--- config.mk ---
export PLATFORM = sky130hd
export DESIGN_NAME = gpio_irq_agg
export DESIGN_NICKNAME = d
export VERILOG_FILES = /design/src/rtl/gpio_irq_pkg.sv /design/src/rtl/gpio_irq_sync.sv /design/src/rtl/gpio_irq_regs.sv /design/src/rtl/gpio_irq_group.sv /design/src/rtl/gpio_irq_agg.sv
export SDC_FILE = /design/constraint.sdc
export NUM_CORES = 1
export LEC_CHECK = 0
export ABC_AREA = 1
export ABC_CLOCK_PERIOD_IN_PS = 1770
export BUFFER_PORTS_ARGS = -buffer_cell sky130_fd_sc_hd__buf_2
export CORE_AREA = 8 8 203 166
export CTS_CLUSTER_SIZE = 14
export DETAILED_ROUTE_END_ITERATION = 8
export DIE_AREA = 0 0 211 174
export GPL_TIMING_DRIVEN = 0
export SYNTH_ARGS = -nofsm -noshare
export SYNTH_HDL_FRONTEND = slang
export SYNTH_HIERARCHICAL = 1
export SYNTH_SLANG_ARGS = --single-unit
--- constraint.sdc ---
create_clock -name clk -period 1.77 [get_ports clk]
set_input_delay 0.354 -clock clk [delete_from_list [all_inputs] [get_ports clk]]
set_output_delay 0.354 -clock clk [all_outputs]
set_load 0.02 [all_outputs]
--- src/rtl/gpio_irq_pkg.sv ---
package gpio_irq_pkg;

  // Register byte offsets
  localparam int OFS_POLARITY   = 'h00;
  localparam int OFS_DATA_IN    = 'h04;
  localparam int OFS_EDGE_CAUSE = 'h08;
  localparam int OFS_EDGE_MASK  = 'h0C;
  localparam int OFS_LEVEL_MASK = 'h10;

  localparam int MAX_LINES = 64;

  // Polarity-corrected input value
  function automatic logic [MAX_LINES-1:0] din_calc(
    input logic [MAX_LINES-1:0] pins,
    input logic [MAX_LINES-1:0] pol
  );
    return pins ^ pol;
  endfunction

  // Next edge-cause value: zeros in a clearing write drop bits, new edges win
  function automatic logic [MAX_LINES-1:0] edge_next(
    input logic [MAX_LINES-1:0] cur,
    input logic                 clr,
    input logic [MAX_LINES-1:0] keep,
    input logic [MAX_LINES-1:0] hit
  );
    logic [MAX_LINES-1:0] kept;
    kept = clr ? (cur & keep) : cur;
    return kept | hit;
  endfunction

endpackage

--- src/rtl/gpio_irq_sync.sv ---
module gpio_irq_sync #(
  parameter int WIDTH  = 32,
  parameter int STAGES = 2
) (
  input  logic             clk,
  input  logic             rst_n,
  input  logic [WIDTH-1:0] async_in,
  output logic [WIDTH-1:0] sync_out
);

  logic [WIDTH-1:0] stage_q [STAGES];

  for (genvar s = 0; s < STAGES; s++) begin : g_stage
    if (s == 0) begin : g_first
      always_ff @(posedge clk or negedge rst_n) begin
        if (!rst_n) stage_q[s] <= '0;
        else        stage_q[s] <= async_in;
      end
    end else begin : g_next
      always_ff @(posedge clk or negedge rst_n) begin
        if (!rst_n) stage_q[s] <= '0;
        else        stage_q[s] <= stage_q[s-1];
      end
    end
  end

  assign sync_out = stage_q[STAGES-1];

endmodule

--- src/rtl/gpio_irq_regs.sv ---
module gpio_irq_regs
  import gpio_irq_pkg::*;
#(
  parameter int NUM_LINES = 32,
  parameter int ADDR_W    = 8
) (
  input  logic                 clk,
  input  logic                 rst_n,
  input  logic [ADDR_W-1:0]    bus_addr,
  input  logic                 bus_wr_en,
  input  logic [NUM_LINES-1:0] bus_wdata,
  input  logic [NUM_LINES-1:0] sync_pin,
  input  logic [NUM_LINES-1:0] line_is_input,
  output logic [NUM_LINES-1:0] bus_rdata,
  output logic [NUM_LINES-1:0] data_in,
  output logic [NUM_LINES-1:0] edge_cause,
  output logic [NUM_LINES-1:0] edge_mask,
  output logic [NUM_LINES-1:0] level_mask,
  output logic [NUM_LINES-1:0] edge_hit,
  output logic                 clr_we,
  output logic                 addr_hit
);

  localparam logic [ADDR_W-1:0] A_POL = ADDR_W'(OFS_POLARITY);
  localparam logic [ADDR_W-1:0] A_DIN = ADDR_W'(OFS_DATA_IN);
  localparam logic [ADDR_W-1:0] A_EC  = ADDR_W'(OFS_EDGE_CAUSE);
  localparam logic [ADDR_W-1:0] A_EM  = ADDR_W'(OFS_EDGE_MASK);
  localparam logic [ADDR_W-1:0] A_LM  = ADDR_W'(OFS_LEVEL_MASK);

  logic [NUM_LINES-1:0] polarity;
  logic [NUM_LINES-1:0] prev_din;
  logic [MAX_LINES-1:0] din_wide;
  logic [MAX_LINES-1:0] ec_wide;

  always_comb begin
    din_wide = din_calc(MAX_LINES'(sync_pin), MAX_LINES'(polarity));
    data_in  = din_wide[NUM_LINES-1:0];
  end

  assign edge_hit = data_in & ~prev_din & line_is_input;
  assign clr_we   = bus_wr_en && (bus_addr == A_EC);
  assign addr_hit = (bus_addr == A_POL) || (bus_addr == A_DIN) ||
                    (bus_addr == A_EC)  || (bus_addr == A_EM)  ||
                    (bus_addr == A_LM);

  always_comb begin
    ec_wide = edge_next(MAX_LINES'(edge_cause), clr_we,
                        MAX_LINES'(bus_wdata), MAX_LINES'(edge_hit));
  end

  always_ff @(posedge clk or negedge rst_n) begin
    if (!rst_n) begin
      polarity   <= '0;
      edge_mask  <= '0;
      level_mask <= '0;
      edge_cause <= '0;
      prev_din   <= '0;
    end else begin
      prev_din   <= data_in;
      edge_cause <= ec_wide[NUM_LINES-1:0];
      if (bus_wr_en && bus_addr == A_POL) polarity   <= bus_wdata;
      if (bus_wr_en && bus_addr == A_EM)  edge_mask  <= bus_wdata;
      if (bus_wr_en && bus_addr == A_LM)  level_mask <= bus_wdata;
    end
  end

  always_ff @(posedge clk or negedge rst_n) begin
    if (!rst_n) begin
      bus_rdata <= '0;
    end else begin
      unique case (1'b1)
        (bus_addr == A_POL): bus_rdata <= polarity;
        (bus_addr == A_DIN): bus_rdata <= data_in;
        (bus_addr == A_EC):  bus_rdata <= edge_cause;
        (bus_addr == A_EM):  bus_rdata <= edge_mask;
        (bus_addr == A_LM):  bus_rdata <= level_mask;
        default:             bus_rdata <= '0;
      endcase
    end
  end

endmodule

--- src/rtl/gpio_irq_group.sv ---
module gpio_irq_group #(
  parameter int NUM_LINES  = 32,
  parameter int GROUP_SIZE = 8,
  localparam int NUM_GROUPS = NUM_LINES / GROUP_SIZE
) (
  input  logic [NUM_LINES-1:0]  cause,
  output logic [NUM_GROUPS-1:0] grp_irq
);

  for (genvar g = 0; g < NUM_GROUPS; g++) begin : g_grp
    assign grp_irq[g] = |cause[g*GROUP_SIZE +: GROUP_SIZE];
  end

endmodule

--- src/rtl/gpio_irq_agg.sv ---
module gpio_irq_agg #(
  parameter int NUM_LINES  = 32,
  parameter int GROUP_SIZE = 8,
  parameter int ADDR_W     = 8,
  parameter int SYNC_DEPTH = 2,
  localparam int NUM_GROUPS = NUM_LINES / GROUP_SIZE
) (
  input  logic                  clk,
  input  logic                  rst_n,
  input  logic [NUM_LINES-1:0]  pin_in,
  input  logic [NUM_LINES-1:0]  line_is_input,
  input  logic [ADDR_W-1:0]     bus_addr,
  input  logic                  bus_wr_en,
  input  logic [NUM_LINES-1:0]  bus_wdata,
  output logic [NUM_LINES-1:0]  bus_rdata,
  output logic [NUM_GROUPS-1:0] grp_irq
);

  logic [NUM_LINES-1:0] sync_pin;
  logic [NUM_LINES-1:0] data_in;
  logic [NUM_LINES-1:0] edge_cause;
  logic [NUM_LINES-1:0] edge_mask;
  logic [NUM_LINES-1:0] level_mask;
  logic [NUM_LINES-1:0] edge_hit;
  logic [NUM_LINES-1:0] level_cause;
  logic [NUM_LINES-1:0] masked_edge;
  logic [NUM_LINES-1:0] total_cause;
  logic                 clr_we;
  logic                 addr_hit;

  gpio_irq_sync #(
    .WIDTH  (NUM_LINES),
    .STAGES (SYNC_DEPTH)
  ) i_sync (
    .clk      (clk),
    .rst_n    (rst_n),
    .async_in (pin_in),
    .sync_out (sync_pin)
  );

  gpio_irq_regs #(
    .NUM_LINES (NUM_LINES),
    .ADDR_W    (ADDR_W)
  ) i_regs (
    .clk           (clk),
    .rst_n         (rst_n),
    .bus_addr      (bus_addr),
    .bus_wr_en     (bus_wr_en),
    .bus_wdata     (bus_wdata),
    .sync_pin      (sync_pin),
    .line_is_input (line_is_input),
    .bus_rdata     (bus_rdata),
    .data_in       (data_in),
    .edge_cause    (edge_cause),
    .edge_mask     (edge_mask),
    .level_mask    (level_mask),
    .edge_hit      (edge_hit),
    .clr_we        (clr_we),
    .addr_hit      (addr_hit)
  );

  assign level_cause = data_in & level_mask & line_is_input;
  assign masked_edge = edge_cause & edge_mask;
  assign total_cause = level_cause | masked_edge;

  gpio_irq_group #(
    .NUM_LINES  (NUM_LINES),
    .GROUP_SIZE (GROUP_SIZE)
  ) i_group (
    .cause   (total_cause),
    .grp_irq (grp_irq)
  );

endmodule

==> impl_metrics.yaml, run 1 <==
run_status:
  status: "complete, but fails checks"
  violations: "setup timing"
critical_path:
  required_ns: 1.42
  cp_slowest_cell: "dfrtp_1"
  cp-start-kind: "flip-flop"
  crit_type: "reg -> out"
  crit_buf_inv: 3
  worstPathMaxFanout: 3
  path_common_cell: "nand2_1"
  arrival_ns: 1.86
  cp_top_family: "simple AND/OR/NAND/NOR gates"
  max_stage_delay_ns: 0.41
  path_cells: "xnor2_2 > inv_2 > nand3_2 > nand2_2 > inv_1 > nand2_1 > nor2_2 > nand2_1 > buf_6"
  endpoint_kind: "output pin"
placement:
  port_buffers: 141
  dp_hpwl_mm: 24.3
  place_congestion: 0.867
  place_area_um2: 13100
timing:
  hold_violations: 0
  rsz0062_at_grt: "true"
  min_period_ns: 2.21
  finalSetupViolCount: 4
  finClkSkew_ns: 0.00907
  slew_headroom_pct: 46.5
  max_freq_mhz: 452
  hold_ws_ns: 0.0513
  layout_setup_ws_ns: -0.442
  max_slew.worst_pin.slew_ns: 0.802
  slew_viol_final: 0
  finalCritPeriodShare_pct: 125
detailed_routing:
  wl_per_cell_um: 17.4
  dr.pass1.iters: 5
  vias: 10374
  detail-route-antenna-nets: 0
  wirelength_mm: 37.6
  via_per_inst: 4.80
  drc: 0
  drtIter0Drc: 967
worst_hold_path:
  hold_path.class: "in -> reg"
clock_network:
  root_buffer: "clkbuf_16"
  path_clk_slew_ns: 0.06
  cts.htree.levels: 1
  cts_tree: "built"
  clk_latency_ns: 0.56
  clock-sinks: 256
  cts_buffer_depth: 3
  cts_buffers: 28
cells_and_area:
  finalNetCount: 1824
  area_growth_pct: 27.5
  fin_area_um2: 15000
  fin_util_pct: 49.0
  drive_gt1_share_pct: 21.3
die:
  num_rows: 58
  io_pins: 143
  core_um2: 30700
  die_h_um: 174
  dieArea_um2: 36700
  start_util_pct: 38.4
  die_x_um: 211
power:
  peakVddDrop_v: 0.000735
  power.density_nw_per_um2: 922
  total_power_mw: 13.9
  leakage_nw: 8.23
grt:
  antenna_found_initial: 6
  grt_pass1_wl_mm: 56.7
  grt_max_degree: 113
  globalRouteOverflowTotal: 0
  grt_pass1_vias: 10073
  grt_usage_pct: 19.8
synthesis:
  synth.net_count: 1603
  postSynthAreaPerCell_um2: 7.89
  yosysWarnings: 6
  syn_area_um2: 11800
  netlist_instances: 1496
run:
  cap_violations: 0
## placed cells by master, fill, tap and decap left out, drive strengths merged
master and n:
buf 232, bufinv 4, clkbuf 55, clkinv 3, clkinvlp 1, dfrtp 256, diode 4, dlygate4sd3 33
inv 202, nand2 542, nand3 194, nor2 117, o21ai 81, xnor2 3, xor2 14
## registers in the layout, indices dropped and copies added (netlist names)
register           flops
i_regs/prev_din       32
i_regs/bus_rdata      32
i_regs/edge_cause     32
i_regs/edge_mask      32
i_regs/level_mask     32
i_sync/stage_q        32
i_regs/polarity       32
i_sync/sync_out       32
## per-layer routing
metal	vias to the layer above	GRT usage [%]	part of all wire (%)
met4	6	5.88	3.0
li1	4969	-	-
met1	4943	27.7	45
met3	79	5.33	8.3
met5	-	0	0.093
met2	377	29.7	44
## worst paths after layout
check                      depth (start not counted)                 from  slack (ns)               endpoint
max                                                9  i_regs/polarity[24]       -0.44             grp_irq[3]
min                                                3        bus_wdata[28]        0.05   i_regs/edge_mask[28]
max reg2reg                                       11  i_sync/sync_out[21]        0.18  i_regs/edge_cause[21]
min reg2reg                                        0   i_sync/stage_q[59]        0.34    i_sync/sync_out[27]
max in group asynchronous                          4                rst_n        0.26    i_regs/polarity[18]
min in group asynchronous                          2                rst_n        0.35     i_sync/stage_q[62]
## area by class of cell
cell class,instances,area (µm²)
Tap cell,420,526
Clock inverter,9,151
Sequential cell,256,6420
Inverter,201,754
Buffer,72,434
Antenna cell,4,10.0
Timing Repair Buffer,207,1400
Multi-Input combinational cell,951,4500
Clock buffer,41,851
Fill cell,3001,15600
## stage by stage
stage	setup WS, ns	setup TNS (ns)	instances
after floorplan	0.281	0	1496
final	-0.442	-1.58	2161
after global routing	-0.514	-1.96	2160
after global placement	-4.63	-1186.39	2057
after CTS	-0.450	-1.86	2153
after detailed placement	-0.307	-12.69	2059
## where the power goes
part	leakage, nW	internal, mW	switching [mW]
logic	4.66	0.511	0.744
clock network	0.493	3.89	2.43
registers	3.08	6.12	0.177
## repair_timing
item,in CTS,in global routing
setup buffers,25,8
resized for setup,69,35
hold endpoints to repair,104,0
setup endpoints to repair,4,79
pin swaps,40,27
cloned,0,1
hold buffers,33,0
## worst min-delay path, stage by stage
cell	delay, ns
buf_2	0.11
nand2_1	0.05
nand2_1	0.05
(Power assumes the default switching activity.)
==> inputs of run 2 (changes only) <==
--- a/config.mk
+++ b/config.mk
@@ -13,6 +13,7 @@
 export DETAILED_ROUTE_END_ITERATION = 8
 export DIE_AREA = 0 0 211 174
 export GPL_TIMING_DRIVEN = 0
+export REMOVE_ABC_BUFFERS = 1
 export SYNTH_ARGS = -nofsm -noshare
 export SYNTH_HDL_FRONTEND = slang
 export SYNTH_HIERARCHICAL = 1
==> impl_metrics.yaml, run 2 (synthesis gave the netlist of run 1 again) <==
timing:
  max_freq_mhz: 458
  hold_ws_ns: 0.0501
  min_period_ns: 2.18
  finClkSkew_ns: 0.00751
  hold_violations: 0
  finalCritPeriodShare_pct: 123
  max_slew.worst_pin.slew_ns: 1.02
  slew_viol_final: 0
  rsz0062_at_grt: "true"
  slew_headroom_pct: 31.7
  finalSetupViolCount: 4
  layout_setup_ws_ns: -0.411
critical_path:
  worstPathMaxFanout: 2
  arrival_ns: 1.83
  r2r_start: "i_regs/polarity[6]"
  ff2ff_setup_slack_ns: 0.09
  reg2reg_depth: 13
  endpoint_kind: "output pin"
  crit_type: "reg -> out"
  crit_path_start: "i_sync/sync_out[21]"
  required_ns: 1.42
  crit_end: "grp_irq[2]"
  reg2reg_to: "i_regs/bus_rdata[6]"
  cp-start-kind: "flip-flop"
placement:
  dp_hpwl_mm: 20.6
  preCtsSetupSlack_ns: -1.86
  place_congestion: 0.785
  port_buffers: 142
  dp.cells: 1979
clock_network:
  cts.htree.levels: 1
  cts_tree: "built"
  cts_buffers: 28
  root_buffer: "clkbuf_16"
  clk_latency_ns: 0.56
  path_clk_slew_ns: 0.06
  cts_buffer_depth: 3
  clock-sinks: 256
cells_and_area:
  finalNetCount: 1802
  final_common_cell: "nand2_1"
  final_cells: 2140
  layout_common_cells: "506 x nand2_1, 256 x dfrtp_1, 188 x nand3_1, 183 x inv_1, 136 x buf_2"
  fillCellCount: 3012
  drive_gt1_share_pct: 21.3
  area_growth_pct: 27.6
power:
  leakage_nw: 8.18
  total_power_mw: 13.5
  power_frac_clock_pct: 44.2
  switching_power_mw: 3.36
  power.internal_mw: 10.2
  peakVddDrop_v: 0.000772
  power.density_nw_per_um2: 898
  seqPwrFrac_pct: 46.4
  power_frac_comb_pct: 9.5
  switching_share_pct: 24.8
run:
  cap_violations: 0
run_status:
  status: "complete, but fails checks"
  violations: "setup timing"
grt:
  grt_pass1_wl_mm: 58.0
  grt_usage_pct: 20.3
  gr-usage-met3_pct: 3.62
  grt.busiest_layer: "met2"
  use_met2_pct: 32.0
  globalRouteOverflowTotal: 0
  grt_pass1_vias: 10034
  antenna_found_initial: 5
  use_met1_pct: 28.2
  grt_max_degree: 115
die:
  die_x_um: 211
  dieArea_um2: 36700
  die_h_um: 174
  start_util_pct: 38.4
  core_um2: 30700
  io_pins: 143
  num_rows: 58
detailed_routing:
  detail-route-antenna-nets: 0
  via_per_inst: 4.75
  drc: 0
  wirelength_mm: 37.5
  drtIter0Drc: 851
  wl_per_cell_um: 17.5
  vias: 10162
  dr.pass1.iters: 5
worst_hold_path:
  hold_path.class: "in -> reg"
run 2: cell count changes in the layout (fill, tap and decap cells not counted), moves of 7 or more:
cell and change:
buf_2 -32, dfrtp_1 +13, dfrtp_2 -13, xor2_2 +13, xor2_4 -13, buf_12 +11
clkbuf_1 -10, inv_1 -10, nor2_4 +10, nand2_1 -9, inv_2 +8, nand3_1 +7
nand3_2 -7
run 2: power groups by stage:
stage | registers, mW | clock network [mW] | logic [mW]
2_1_floorplan | 6.33 | 0 | 0.463
3_3_place_gp | 6.36 | 0 | 0.925
3_5_place_dp | 6.36 | 0 | 0.977
4_1_cts | 6.26 | 6.14 | 1.22
5_1_grt | 6.30 | 6.39 | 1.43
6_report | 6.27 | 5.98 | 1.28
run 2: critical path, cell delays in order, from the launching register on:
cell	delay, ns
dfrtp_1	0.39
xnor2_2	0.18
inv_1	0.10
nand3_2	0.07
nand2_1	0.06
inv_2	0.07
nand2_4	0.07
nor2_4	0.11
nand2_2	0.08
buf_6	0.13
run 2: worst min path at each step:
| stage | startpoint | to | cells after the start |
|---|---|---|---|
| final | bus_wdata[23] | i_regs/edge_mask[23] | 3 |
| after global routing | bus_wdata[27] | i_regs/edge_mask[27] | 3 |
| after CTS | bus_wdata[23] | i_regs/edge_mask[23] | 3 |
| after detailed placement | rst_n | i_regs/polarity[23] | 1 |
| after global placement | i_sync/stage_q[42] | i_sync/sync_out[10] | 0 |
| after floorplan | rst_n | i_regs/bus_rdata[0] | 0 |
run 2: layout make-up:
type	instances	area [µm²]	share of cell area, %
sequential	256	6410	42.5
multi-input combinational	958	4490	29.8
timing repair buffer	250	1920	12.8
clock buffer	42	835	5.54
inverter	201	764	5.08
tap	420	526	3.49
clock inverter	10	108	0.715
antenna	3	7.51	0.0499
run 2: metal layers:
metal  share of wire [%]  wire length, µm
met5               0.021                8
met4                 3.2             1220
met3                 6.5             2430
met2                  45            16800
met1                  45            17000
run 2: stage by stage:
step                setup TNS, ns  instance area, µm²  util [%]
CTS                         -1.94               14800      48.2
finish                      -1.44               15100      49.1
global placement         -1534.70               12500      40.7
floorplan                  -47.61               11200         -
global route                -1.83               15100      49.0
detailed placement        -197.10               12700      41.4
run 2: repair_timing:
action,in CTS,in global routing
buffers inserted,53,21
gates cloned,7,0
hold buffers,33,0
pin swaps,40,34
hold endpoints to repair,60,0
resized for setup,82,42
setup endpoints to repair,144,65
==> inputs of run 3 (changes only) <==
--- a/config.mk
+++ b/config.mk
@@ -8,11 +8,14 @@
 export ABC_AREA = 1
 export ABC_CLOCK_PERIOD_IN_PS = 1770
 export BUFFER_PORTS_ARGS = -buffer_cell sky130_fd_sc_hd__buf_2
+export CELL_PAD_IN_SITES_DETAIL_PLACEMENT = 0
+export CELL_PAD_IN_SITES_GLOBAL_PLACEMENT = 1
 export CORE_AREA = 8 8 203 166
 export CTS_CLUSTER_SIZE = 14
 export DETAILED_ROUTE_END_ITERATION = 8
 export DIE_AREA = 0 0 211 174
 export GPL_TIMING_DRIVEN = 0
+export PLACE_DENSITY_LB_ADDON = 0.1
 export REMOVE_ABC_BUFFERS = 1
 export SYNTH_ARGS = -nofsm -noshare
 export SYNTH_HDL_FRONTEND = slang
==> impl_metrics.yaml, run 3 (synthesis gave the netlist of run 1 again) <==
run_status:
  status: "complete, but fails checks"
  violations: "setup timing"
power:
  leakage_nw: 8.34
  switching_power_mw: 3.31
  power_frac_comb_pct: 9.7
  switching_share_pct: 24.2
  peakVddDrop_v: 0.000677
  total_power_mw: 13.7
  power.density_nw_per_um2: 896
  seqPwrFrac_pct: 45.9
  power.internal_mw: 10.4
  power_frac_clock_pct: 44.4
die:
  core_um2: 30700
  num_rows: 58
  dieArea_um2: 36700
  die_h_um: 174
  start_util_pct: 38.4
  die_x_um: 211
  io_pins: 143
grt:
  grt_usage_pct: 20.6
  grt.busiest_layer: "met2"
  use_met1_pct: 29.2
  gr-usage-met3_pct: 3.51
  grt_max_degree: 106
  grt_pass1_wl_mm: 58.8
  antenna_found_initial: 2
  globalRouteOverflowTotal: 0
  use_met2_pct: 33.0
  grt_pass1_vias: 10095
cells_and_area:
  drive_gt1_share_pct: 22.3
  finalNetCount: 1819
  area_growth_pct: 29.3
  diodes: 0
  fin_area_um2: 15300
  final_cells: 2153
  layout_common_cells: "500 x nand2_1, 256 x dfrtp_1, 184 x nand3_1, 183 x inv_1, 136 x buf_2"
  final_common_cell: "nand2_1"
clock_network:
  clk_latency_ns: 0.55
  cts_buffers: 28
  path_clk_slew_ns: 0.06
  root_buffer: "clkbuf_16"
  clock-sinks: 256
  cts_tree: "built"
  cts.htree.levels: 1
  cts_buffer_depth: 3
timing:
  setup-tns-final_ns: -1.47
  finalSetupViolCount: 5
  rsz0062_at_grt: "true"
  slew_headroom_pct: 31.2
  finClkSkew_ns: 0.00749
  max_freq_mhz: 464
  min_period_ns: 2.16
  finalCritPeriodShare_pct: 122
  hold_violations: 0
  slew_viol_final: 0
  max_slew.worst_pin.slew_ns: 1.03
  layout_setup_ws_ns: -0.387
critical_path:
  arrival_ns: 1.80
  endpoint_kind: "output pin"
  cp-start-kind: "flip-flop"
  required_ns: 1.42
  worstPathMaxFanout: 4
  crit_type: "reg -> out"
worst_hold_path:
  hold_path.class: "in -> reg"
detailed_routing:
  wirelength_mm: 37.9
  vias: 10106
  detail-route-antenna-nets: 0
  dr.pass1.iters: 5
  wl_per_cell_um: 17.6
  drc: 0
  drtIter0Drc: 671
  via_per_inst: 4.69
run:
  cap_violations: 0
placement:
  preCtsSetupSlack_ns: -1.89
  place_area_um2: 12700
  dp_hpwl_mm: 20.9
  port_buffers: 142
  place_congestion: 0.750
  dp.cells: 1979
[run 3: critical path, stage by stage, from the launching register on]
cell	delay [ns]
dfrtp_1	0.40
xor2_1	0.27
nand3_1	0.13
nand2_1	0.07
inv_1	0.04
nand2_1	0.10
nor2_4	0.05
nand2_2	0.07
buf_6	0.12
[run 3: stage by stage]
stage,utilization [%],hold WS (ns)
floorplan,-,0.0584
global placement,40.7,0.331
detailed placement,41.4,0.335
CTS,48.7,0.0394
global route,49.7,0.0472
finish,49.7,0.0624
[run 3: per-layer routing]
layer  up-vias  share of wire, %
li1       4961                 -
met1      4842                47
met2       246                46
met3        53               5.2
met4         4               1.6
met5         -             0.053
[run 3: final timing paths]
check / start / to / slack (ns) / cells past startpoint
worst max-delay path: i_regs/polarity[22] / grp_irq[2] / -0.39 / 8
worst min-delay path: bus_wdata[2] / i_regs/edge_mask[2] / 0.06 / 3
worst max register to register: i_sync/sync_out[21] / i_regs/edge_cause[21] / -0.07 / 13
worst min register to register: i_sync/stage_q[34] / i_sync/sync_out[2] / 0.35 / 0
max in group asynchronous: rst_n / i_regs/edge_mask[18] / 0.46 / 3
min in group asynchronous: rst_n / i_sync/stage_q[45] / 0.35 / 2
[run 3: power groups by stage]
| stage | clock network, mW | registers [mW] | logic [mW] |
|---|---|---|---|
| after floorplan | 0 | 6.33 | 0.463 |
| after global placement | 0 | 6.36 | 0.946 |
| after detailed placement | 0 | 6.36 | 0.994 |
| after CTS | 6.23 | 6.27 | 1.27 |
| after global routing | 6.47 | 6.30 | 1.48 |
| final | 6.07 | 6.27 | 1.33 |
[run 3: layout make-up]
type	count	area, µm²
Multi-Input combinational cell	957	4490
Sequential cell	256	6410
Clock inverter	5	75.1
Tap cell	420	526
Clock buffer	46	890
Fill cell	3012	15400
Timing Repair Buffer	268	2100
Inverter	201	759
[run 3: what timing repair did]
action	4_1_cts	5_1_grt
buffers inserted	83	24
setup endpoints to repair	120	98
cloned	6	0
pin swaps	46	33
hold buffers	33	0
resized for setup	89	42
endpoints found under the hold margin	102	0
